$ cat src/rtl/dmaRegPkg.sv
package dmaRegPkg;
  typedef enum logic [1:0] {
    SEL_CMD  = 2'd0,
    SEL_STAT = 2'd1,
    SEL_PTR  = 2'd2,
    SEL_NONE = 2'd3
  } regSel_e;

  // strobes from control to datapath
  typedef struct packed {
    logic ptrWr;
    logic loadCur;
  } dpStrobe_t;

  localparam int CMD_START = 0;
  localparam int CMD_DIR   = 3;
  localparam int ST_ACTIVE = 0;
  localparam int ST_ERR    = 1;
  localparam int ST_IRQ    = 2;
  localparam int ST_FLAG0  = 5;
  localparam int ST_FLAG1  = 6;
endpackage

$ cat src/rtl/dmaCtrl.sv
module dmaCtrl
  import dmaRegPkg::*;
(
  input  logic               clk,
  input  logic               rstN,
  input  logic               regWr,
  input  logic [1:0]         regSel,
  input  logic [7:0]         wByte,
  input  logic               engBusy,
  input  logic               errSet,
  input  logic               driveIrq,
  output dpStrobe_t          strobe,
  output logic [7:0]         cmdByte,
  output logic [7:0]         statByte,
  output logic               activeQ,
  output logic               engStart,
  output logic               engStop,
  output logic               curLoadPulse
);
  logic startQ, dirQ, stopPending, irqQ, errQ, flagA, flagB, driveIrqQ;
  logic cmdWr, statWr, startUp, startDown, irqRise;

  always_comb begin
    cmdWr     = regWr && (regSel_e'(regSel) == SEL_CMD);
    statWr    = regWr && (regSel_e'(regSel) == SEL_STAT);
    startUp   = cmdWr && wByte[CMD_START] && !startQ;
    startDown = cmdWr && !wByte[CMD_START] && startQ;
    irqRise   = driveIrq && !driveIrqQ;
    strobe.ptrWr   = regWr && (regSel_e'(regSel) == SEL_PTR);
    strobe.loadCur = startUp;
  end

  always_ff @(posedge clk) begin
    if (!rstN) begin
      startQ <= 1'b0; dirQ <= 1'b0; stopPending <= 1'b0; activeQ <= 1'b0;
      engStart <= 1'b0; engStop <= 1'b0; curLoadPulse <= 1'b0;
      irqQ <= 1'b0; errQ <= 1'b0; flagA <= 1'b0; flagB <= 1'b0;
      driveIrqQ <= 1'b0;
    end else begin
      engStart     <= 1'b0;
      engStop      <= 1'b0;
      curLoadPulse <= 1'b0;
      driveIrqQ    <= driveIrq;
      if (cmdWr) begin
        startQ <= wByte[CMD_START];
        dirQ   <= wByte[CMD_DIR];
      end
      if (startUp) begin
        curLoadPulse <= 1'b1;
        stopPending  <= 1'b0;
        if (!activeQ) begin
          activeQ  <= 1'b1;
          engStart <= 1'b1;
        end
      end else if (startDown) begin
        stopPending <= 1'b1;
      end else if (stopPending && !engBusy) begin
        stopPending <= 1'b0;
        activeQ     <= 1'b0;
        engStop     <= 1'b1;
      end
      if (irqRise) irqQ <= 1'b1;
      else if (statWr && wByte[ST_IRQ]) irqQ <= 1'b0;
      if (errSet) errQ <= 1'b1;
      else if (statWr && wByte[ST_ERR]) errQ <= 1'b0;
      if (statWr) begin
        flagA <= wByte[ST_FLAG0];
        flagB <= wByte[ST_FLAG1];
      end
    end
  end

  always_comb begin
    cmdByte = '0;
    cmdByte[CMD_START] = startQ;
    cmdByte[CMD_DIR]   = dirQ;
    statByte = '0;
    statByte[ST_ACTIVE] = activeQ;
    statByte[ST_ERR]    = errQ;
    statByte[ST_IRQ]    = irqQ;
    statByte[ST_FLAG0]  = flagA;
    statByte[ST_FLAG1]  = flagB;
  end
endmodule

$ cat src/rtl/dmaData.sv
module dmaData
  import dmaRegPkg::*;
#(
  parameter int PTR_W = 32,
  localparam int NBYTES = PTR_W / 8,
  localparam int OFS_W = $clog2(NBYTES)
) (
  input  logic               clk,
  input  logic               rstN,
  input  dpStrobe_t          strobe,
  input  logic [1:0]         regSel,
  input  logic [OFS_W-1:0]   regOfs,
  input  logic [1:0]         regSize,
  input  logic [PTR_W-1:0]   regWdata,
  input  logic [7:0]         cmdByte,
  input  logic [7:0]         statByte,
  output logic [PTR_W-1:0]   regRdata,
  output logic [PTR_W-1:0]   curPtr
);
  logic [PTR_W-1:0] basePtr, laneMask, readMask, wShift, rShift;
  int accBytes;

  always_comb begin
    case (regSize)
      2'd0:    accBytes = 1;
      2'd1:    accBytes = 2;
      default: accBytes = NBYTES;
    endcase
  end

  for (genvar b = 0; b < NBYTES; b++) begin : gLane
    assign laneMask[b*8 +: 8] = {8{(b >= int'(regOfs)) && (b < int'(regOfs) + accBytes)}};
    assign readMask[b*8 +: 8] = {8{b < accBytes}};
  end

  assign wShift = regWdata << {regOfs, 3'b000};
  assign rShift = basePtr >> {regOfs, 3'b000};

  always_ff @(posedge clk) begin
    if (!rstN) begin
      basePtr <= '0;
      curPtr  <= '0;
    end else begin
      if (strobe.ptrWr)
        basePtr <= ((basePtr & ~laneMask) | (wShift & laneMask)) & ~PTR_W'(3);
      if (strobe.loadCur)
        curPtr <= basePtr;
    end
  end

  always_comb begin
    case (regSel_e'(regSel))
      SEL_CMD:  regRdata = PTR_W'(cmdByte);
      SEL_STAT: regRdata = PTR_W'(statByte);
      SEL_PTR:  regRdata = rShift & readMask;
      default:  regRdata = '0;
    endcase
  end
endmodule

$ cat src/rtl/dmaChanRegs.sv
module dmaChanRegs
  import dmaRegPkg::*;
(
  input  logic        clk,
  input  logic        rstN,
  input  logic        regWr,
  input  logic [1:0]  regSel,
  input  logic [1:0]  regOfs,
  input  logic [1:0]  regSize,
  input  logic [31:0] regWdata,
  output logic [31:0] regRdata,
  input  logic        engBusy,
  input  logic        errSet,
  input  logic        driveIrq,
  output logic        engStart,
  output logic        engStop,
  output logic        curPtrLoad,
  output logic [31:0] curPtr,
  output logic        hostIrq
);
  dpStrobe_t strobe;
  logic [7:0] cmdByte, statByte;
  logic activeQ;

  dmaCtrl u_ctrl (
    .clk(clk), .rstN(rstN), .regWr(regWr), .regSel(regSel),
    .wByte(regWdata[7:0]), .engBusy(engBusy), .errSet(errSet),
    .driveIrq(driveIrq), .strobe(strobe), .cmdByte(cmdByte),
    .statByte(statByte), .activeQ(activeQ), .engStart(engStart),
    .engStop(engStop), .curLoadPulse(curPtrLoad)
  );

  dmaData #(.PTR_W(32)) u_data (
    .clk(clk), .rstN(rstN), .strobe(strobe), .regSel(regSel),
    .regOfs(regOfs), .regSize(regSize), .regWdata(regWdata),
    .cmdByte(cmdByte), .statByte(statByte), .regRdata(regRdata),
    .curPtr(curPtr)
  );

  assign hostIrq = driveIrq;
endmodule

$ cat config.mk
export PLATFORM = sky130hd
export DESIGN_NAME = dmaChanRegs
export DESIGN_NICKNAME = d
export VERILOG_FILES = /design/src/rtl/dmaRegPkg.sv /design/src/rtl/dmaCtrl.sv /design/src/rtl/dmaData.sv /design/src/rtl/dmaChanRegs.sv
export SDC_FILE = /design/constraint.sdc
export NUM_CORES = 1
export LEC_CHECK = 0
export ABC_AREA = 1
export CORE_UTILIZATION = 49
export CTS_CLUSTER_SIZE = 10
export DETAILED_ROUTE_END_ITERATION = 8
export GPL_TIMING_DRIVEN = 0
export PLACE_DENSITY = 0.84
export SYNTH_ARGS = -nofsm -noshare
export SYNTH_HDL_FRONTEND = slang
export SYNTH_HIERARCHICAL = 1
export SYNTH_SLANG_ARGS = --single-unit
$ cat constraint.sdc
create_clock -name clk -period 2.1 [get_ports clk]
set_input_delay 0.21 -clock clk [delete_from_list [all_inputs] [get_ports clk]]
set_output_delay 0.21 -clock clk [all_outputs]
set_load 0.005 [all_outputs]
# ---- Yosys cells after proc, flatten, opt, wreduce, memory -nomap -nowiden
# Cells that the tools add are included.
dict set report word_totals {
  regBits 72
  output_inout_bits 68
  wordCells 79
}
dict set report op_classes {
  n_addsub 1
  order_cmp 11
  eq_ne 4
  shift 2
  muxes 13
  bitwise_logic 6
  reduce_logical 28
}
# cell count
set op_table {}
lappend op_table {{$and 32x32->32} 3}
lappend op_table {{$pmux 32 s3} 1}
lappend op_table {{$lt 3x32->1 const A} 2}
lappend op_table {{$lt 1x32->1 const A} 1}
lappend op_table {{$lt 2x32->1 const A} 1}
lappend op_table {{$not 32->32} 1}
lappend op_table {{$or 32x32->32} 1}
lappend op_table {{$shl 32x5->32} 1}
lappend op_table {{$shr 32x5->32} 1}
lappend op_table {{$logic_and 1x1->1} 14}
lappend op_table {{$mux 1} 11}
lappend op_table {{$reduce_bool 2->1} 4}
lappend op_table {{$lt 1x3->1 const A} 2}
lappend op_table {{$lt 2x3->1 const A} 2}
lappend op_table {{$pmux 3 s2} 1}
lappend op_table {{$add 2x3->4} 1}
lappend op_table {{$eq 2x1->1 const B} 2}
lappend op_table {{$ge 1x2->1 const A} 2}
lappend op_table {{$logic_not 1->1} 4}
lappend op_table {{$logic_not 2->1} 2}
lappend op_table {{$reduce_and 2->1} 2}
lappend op_table {{$reduce_or 3->1} 1}
lappend op_table {{$eq 2x2->1 const B} 1}
lappend op_table {{$ge 2x2->1 const A} 1}
lappend op_table {{other kinds (3)} 3}

# ---- Depth between registers and ports, before layout
dict set report depth {
  word_depth 8
  ltp_mapped 12
}

# ---- By module
# The synthesis kept the hierarchy.
# mod n_inst cells_per_inst area_per_inst_um2
set modules_own_cells {}
lappend modules_own_cells {dmaData 1 564 3449.6}
lappend modules_own_cells {dmaCtrl 1 87 641.9}
lappend modules_own_cells {dmaChanRegs 1 1 7.5}

# ---- Least setup slack after synthesis
# OpenSTA, ideal clock, no wires.
dict set report synth_path {
  path_type {input port to flip-flop}
  start {input regSize[0]}
  end {register (tool-made name)}
  setup_ns 0.115
  arrival_ns 1.669
  required_ns 1.985
  path_slack_ns 0.316
  cell_stages 8
  n_path_buf 1
  cell_sequence {nor2_1 -> ha_1 -> fa_1 -> nand2_1 -> nand4_1 -> buf_2 -> a21oi_1 -> nor2_1}
}
# element line_no
set synth_rtl {}
lappend synth_rtl {{start: declaration} dmaChanRegs.sv:9} ;# input logic [1:0] regSize,

# ---- Final worst setup path
dict set report layout_path {
  start {input regSize[0]}
  end {output regRdata[18]}
}
dict set report layout_via {
  elab_chain_cells 5
}
# element line_no
set layout_lines {}
lappend layout_lines {{$eq 2x1->1 / $logic_not 2->1 (equally long branches)} dmaData.sv:24} ;# case (regSize)
lappend layout_lines {{$pmux 3 s2 *} dmaData.sv:24}
lappend layout_lines {{$lt 2x3->1 *} dmaData.sv:33} ;# assign readMask[b*8 +: 8] = {8{b < accBytes}};
lappend layout_lines {{$and 32x32->32 *} dmaData.sv:55} ;# SEL_PTR: regRdata = rShift & readMask;
lappend layout_lines {{$pmux 32 s3 *} dmaData.sv:52} ;# case (regSel_e'(regSel))
lappend layout_lines {{end: declaration} dmaChanRegs.sv:11} ;# output logic [31:0] regRdata,
# Mark *: on every way between the ends. The rest lies on a longest branch, timed or not.

==> reports/summary.json <==
{
  "run_status": {"value": "finished clean"},
  "ys_async_sr_fraction": {"value": 0, "unit": "%"},
  "combinationalPowerShare": {"value": 20.4, "unit": "%"},
  "timing.critical_path.buf_inv": {"value": 4},
  "met3WireLength": {"value": 1.521, "unit": "mm"},
  "worst_hold_path_type": {"value": "input port to flip-flop"},
  "ys_warn_count": {"value": 6},
  "routed.top_layer": {"value": "met4"},
  "tritoncts.num_buffers": {"value": 9},
  "initial_utilization": {"value": 51.70, "unit": "%"},
  "netlist-cell-type-count": {"value": 30},
  "floorplan.io_pins": {"value": 112},
  "detailedPlace.worstSlack": {"value": -0.6725, "unit": "ns"},
  "clkLatencyLatePin": {"value": 0.34, "unit": "ns"},
  "crit_arrival": {"value": 1.81, "unit": "ns"},
  "fin_cells": {"value": 891},
  "dr.first_iter.drc_count": {"value": 418},
  "setup-tns-final": {"value": 0, "unit": "ns"},
  "synth-edff-count": {"value": 0},
  "syn_area": {"value": 4099, "unit": "sq um"},
  "grt-ovfl-total": {"value": 0},
  "vias_in_the_first_global_route": {"value": 4485},
  "vias_per_cell": {"value": 5.453},
  "route.vias.total": {"value": 4859},
  "critical_path_peak_fanout": {"value": 8},
  "seq_power_share": {"value": 43.3, "unit": "%"},
  "routedLengthMet1": {"value": 6.047, "unit": "mm"},
  "yosysTopAreaCellShare": {"value": 35.16, "unit": "%"},
  "route.detailed.drc": {"value": 0},
  "power.share.clock": {"value": 36.4, "unit": "%"},
  "fp.coreArea": {"value": 7928, "unit": "sq um"},
  "worstPathCellList": {"value": "clkdlybuf4s15_2, inv_1, nor2_4, inv_1, ha_2, nor2_4, nand2_4, nor2_2, clkdlybuf4s50_1"},
  "synth.yosys.seq_area_share": {"value": 35.16, "unit": "%"},
  "yosysMostFrequentCell": {"value": "sky130_fd_sc_hd__nand2_1"},
  "finalCriticalPeriod": {"value": 2.021, "unit": "ns"},
  "required": {"value": 1.89, "unit": "ns"},
  "fillCellCount": {"value": 677},
  "critical-path-max-stage-delay": {"value": 0.50, "unit": "ns"},
  "unrepaired_setup_endpoints_after_global_routing": {"value": "true"},
  "cts_max_level": {"value": 3},
  "path_class": {"value": "input port to primary output"},
  "route.met2.wl": {"value": 6.661, "unit": "mm"},
  "dr.pass1.iters": {"value": 5},
  "critPathCaptureType": {"value": "primary output"},
  "grt_max_degree": {"value": 13},
  "syn_inst": {"value": 652},
  "synth_area_per_cell": {"value": 6.287, "unit": "sq um"},
  "drv.max_cap_violation_count": {"value": 0},
  "syn_to_final_growth": {"value": 40.54, "unit": "%"},
  "p_int": {"value": 0.002416, "unit": "W"},
  "insertedDiodeCount": {"value": 0},
  "ys.flop_type": {"value": "sky130_fd_sc_hd__dfxtp_1"},
  "drive_gt1_share": {"value": 13.69, "unit": "%"},
  "nets": {"value": 832},
  "rows": {"value": 32},
  "clock-root-buffer": {"value": "sky130_fd_sc_hd__clkbuf_8"},
  "maxSlewHeadroom": {"value": 62.98, "unit": "%"},
  "cts.sinks": {"value": 72},
  "port_buffers": {"value": 107},
  "worst_clock_skew": {"value": 0.005541, "unit": "ns"},
  "drt.antenna.violating_nets": {"value": 0},
  "p_sw_share": {"value": 28.16, "unit": "%"},
  "detailedPlacementHpwl": {"value": 11.08, "unit": "mm"},
  "synth_seq_cells": {"value": 72},
  "post-place-cells": {"value": 870},
  "timing.final.max_slew_violations": {"value": 0},
  "place_congestion": {"value": 0.9620},
  "grt_first_pass_wirelength": {"value": 23.17, "unit": "mm"},
  "yosys-top-cells-area": {"value": "sky130_fd_sc_hd__dfxtp_1 (35%), sky130_fd_sc_hd__nand2_1 (13%), sky130_fd_sc_hd__nor2_1 (11%)"},
  "static-leakage-power": {"value": 2.710, "unit": "nW"},
  "number_of_antenna_violations_at_the_first_check_in_global_routing": {"value": 0},
  "dieHeight": {"value": 93.46, "unit": "um"},
  "critical-path-slowest-cell": {"value": "sky130_fd_sc_hd__clkdlybuf4s50_1"},
  "power_density": {"value": 583.7, "unit": "nW/um^2"},
  "worst_setup_path_start_kind": {"value": "input port"},
  "timing.final.hold_violations": {"value": 0},
  "drt-wirelength-per-cell": {"value": 16.34, "unit": "um"},
  "report.power.total": {"value": 0.003362, "unit": "W"},
  "clock_tree_from_tritoncts": {"value": "done"},
  "timing.final.setup_violations": {"value": 0},
  "netlist_top_cells_count": {"value": "sky130_fd_sc_hd__nand2_1 (140), sky130_fd_sc_hd__nor2_1 (122), sky130_fd_sc_hd__dfxtp_1 (72), sky130_fd_sc_hd__inv_1 (61), sky130_fd_sc_hd__o21ai_0 (60)"},
  "power.net_switching": {"value": 0.0009468, "unit": "W"},
  "worst_path_dominant_cell_family": {"value": "buffers and inverters"},
  "peakVddDrop": {"value": 0.3943, "unit": "mV"},
  "grt.total_usage": {"value": 35.10, "unit": "%"},
  "die_footprint": {"value": 8735, "unit": "sq um"},
  "achievable-frequency": {"value": 0.4949, "unit": "GHz"},
  "route.final.wire_length": {"value": 14.56, "unit": "mm"},
  "finalCritPeriodShare": {"value": 96.22, "unit": "%"},
  "cts_buffer_depth": {"value": 2},
  "setup_ws": {"value": 0.07932, "unit": "ns"},
  "floorplan.die.width": {"value": 93.46, "unit": "um"},
  "worst_setup_hold_path_clk_slew": {"value": 0.08, "unit": "ns"},
  "post_cts_hold_buffer_count": {"value": 0},
  "worst-slew-pin-transition": {"value": 0.5554, "unit": "ns"},
  "synth_top_cell_by_area": {"value": "sky130_fd_sc_hd__dfxtp_1"}
}
## power by group through the flow
stage	Sequential, W	Combinational, W	Clock (W)
after floorplan	0.00147	0.000341	0
after global placement	0.00148	0.000609	0
after detailed placement	0.00148	0.000617	0
after CTS	0.00145	0.000651	0.00124
after global routing	0.00146	0.000747	0.00131
final	0.00145	0.000685	0.00122
## repair_timing
action	in CTS	in global routing
setup endpoints to repair	55	35
gates resized for setup	64	25
setup buffers	2	3
pin swaps	9	7
## cell usage in the layout, fill, tap and decap left out, types with 2 or more instances in the layout
cell,Yosys,layout
sky130_fd_sc_hd__nand3_2,2,3
sky130_fd_sc_hd__clkbuf_2,0,4
sky130_fd_sc_hd__nor2_2,2,9
sky130_fd_sc_hd__a22oi_2,0,2
sky130_fd_sc_hd__dfxtp_1,72,70
sky130_fd_sc_hd__bufinv_16,0,2
sky130_fd_sc_hd__conb_1,2,11
sky130_fd_sc_hd__a22o_1,5,5
sky130_fd_sc_hd__o21ai_1,8,12
sky130_fd_sc_hd__nand4_1,4,4
sky130_fd_sc_hd__clkbuf_4,0,2
sky130_fd_sc_hd__o22ai_1,3,3
sky130_fd_sc_hd__clkbuf_1,14,12
sky130_fd_sc_hd__a22oi_1,8,6
sky130_fd_sc_hd__inv_2,3,3
sky130_fd_sc_hd__dfxtp_2,0,2
sky130_fd_sc_hd__nand2_2,1,2
sky130_fd_sc_hd__nand3_1,41,40
sky130_fd_sc_hd__buf_2,16,9
sky130_fd_sc_hd__inv_1,61,60
sky130_fd_sc_hd__clkdlybuf4s15_2,0,2
sky130_fd_sc_hd__nor3_1,16,15
sky130_fd_sc_hd__a21oi_1,35,35
sky130_fd_sc_hd__clkbuf_8,0,10
sky130_fd_sc_hd__nand2_1,140,138
sky130_fd_sc_hd__dlymetal6s2s_1,0,3
sky130_fd_sc_hd__nor2_4,1,7
sky130_fd_sc_hd__clkdlybuf4s50_1,0,98
sky130_fd_sc_hd__buf_6,0,7
sky130_fd_sc_hd__buf_4,23,29
sky130_fd_sc_hd__o21ai_2,0,5
sky130_fd_sc_hd__nor2_1,122,109
sky130_fd_sc_hd__ha_1,3,2
sky130_fd_sc_hd__clkinv_1,3,3
sky130_fd_sc_hd__clkinvlp_4,0,2
sky130_fd_sc_hd__o21ai_0,60,51
sky130_fd_sc_hd__o211ai_1,2,2
## path summary, 6_finish.rpt
path	start	endpoint	slack (ns)	cells after the start
max	regSize[0]	regRdata[18]	0.08	9
min	rstN	u_ctrl/driveIrqQ	0.19	3
max reg2reg	u_ctrl/startQ	u_data/curPtr[20]	0.33	8
min reg2reg	u_ctrl/driveIrqQ	u_ctrl/irqQ	0.44	1
## per-layer routing
layer,vias to the layer above,global-route usage [%]
met5,-,0
met4,0,9.231
met3,32,7.642
met2,306,56.62
met1,2195,47.33
li1,2326,-
## per-stage QoR
stage	hold slack (ns)	utilization (%)	area (sq um)
2_1_floorplan	0.3259	-	4133
3_3_place_gp	0.4156	67.25	5331
3_5_place_dp	0.4294	67.25	5331
4_1_cts	0.1760	71.97	5705
5_1_grt	0.1949	72.66	5761
6_report	0.1906	72.66	5761
## layout make-up
cell class | count | area [sq um] | area share (%)
Multi-Input combinational cell | 469 | 2255 | 39.14
Buffer | 53 | 360.3 | 6.255
Sequential cell | 72 | 1444 | 25.07
Clock buffer | 11 | 141.4 | 2.454
Inverter | 67 | 254.0 | 4.409
Timing Repair Buffer | 112 | 1099 | 19.07
Clock inverter | 5 | 80.08 | 1.390
Tap cell | 102 | 127.6 | 2.215
## worst min-delay path: stages
cell and delay [ns]:
sky130_fd_sc_hd__buf_2 0.15, sky130_fd_sc_hd__nand2_1 0.09, sky130_fd_sc_hd__inv_1 0.04
## logic make-up (layout without fill, tap and decap cells)
kind of cell | Yosys count | count (layout) | share of synthesized area [%]
AND/OR/NAND/NOR | 332 | 332 | 33.52
other | 2 | 11 | 0.1832
adder cells (fa/ha/maj) | 4 | 4 | 1.404
buffers and inverters | 120 | 248 | 13.58
AO/OA/AOI/OAI | 122 | 122 | 16.15
flip-flops | 72 | 72 | 35.16
Power figures use the tool's default switching activity.
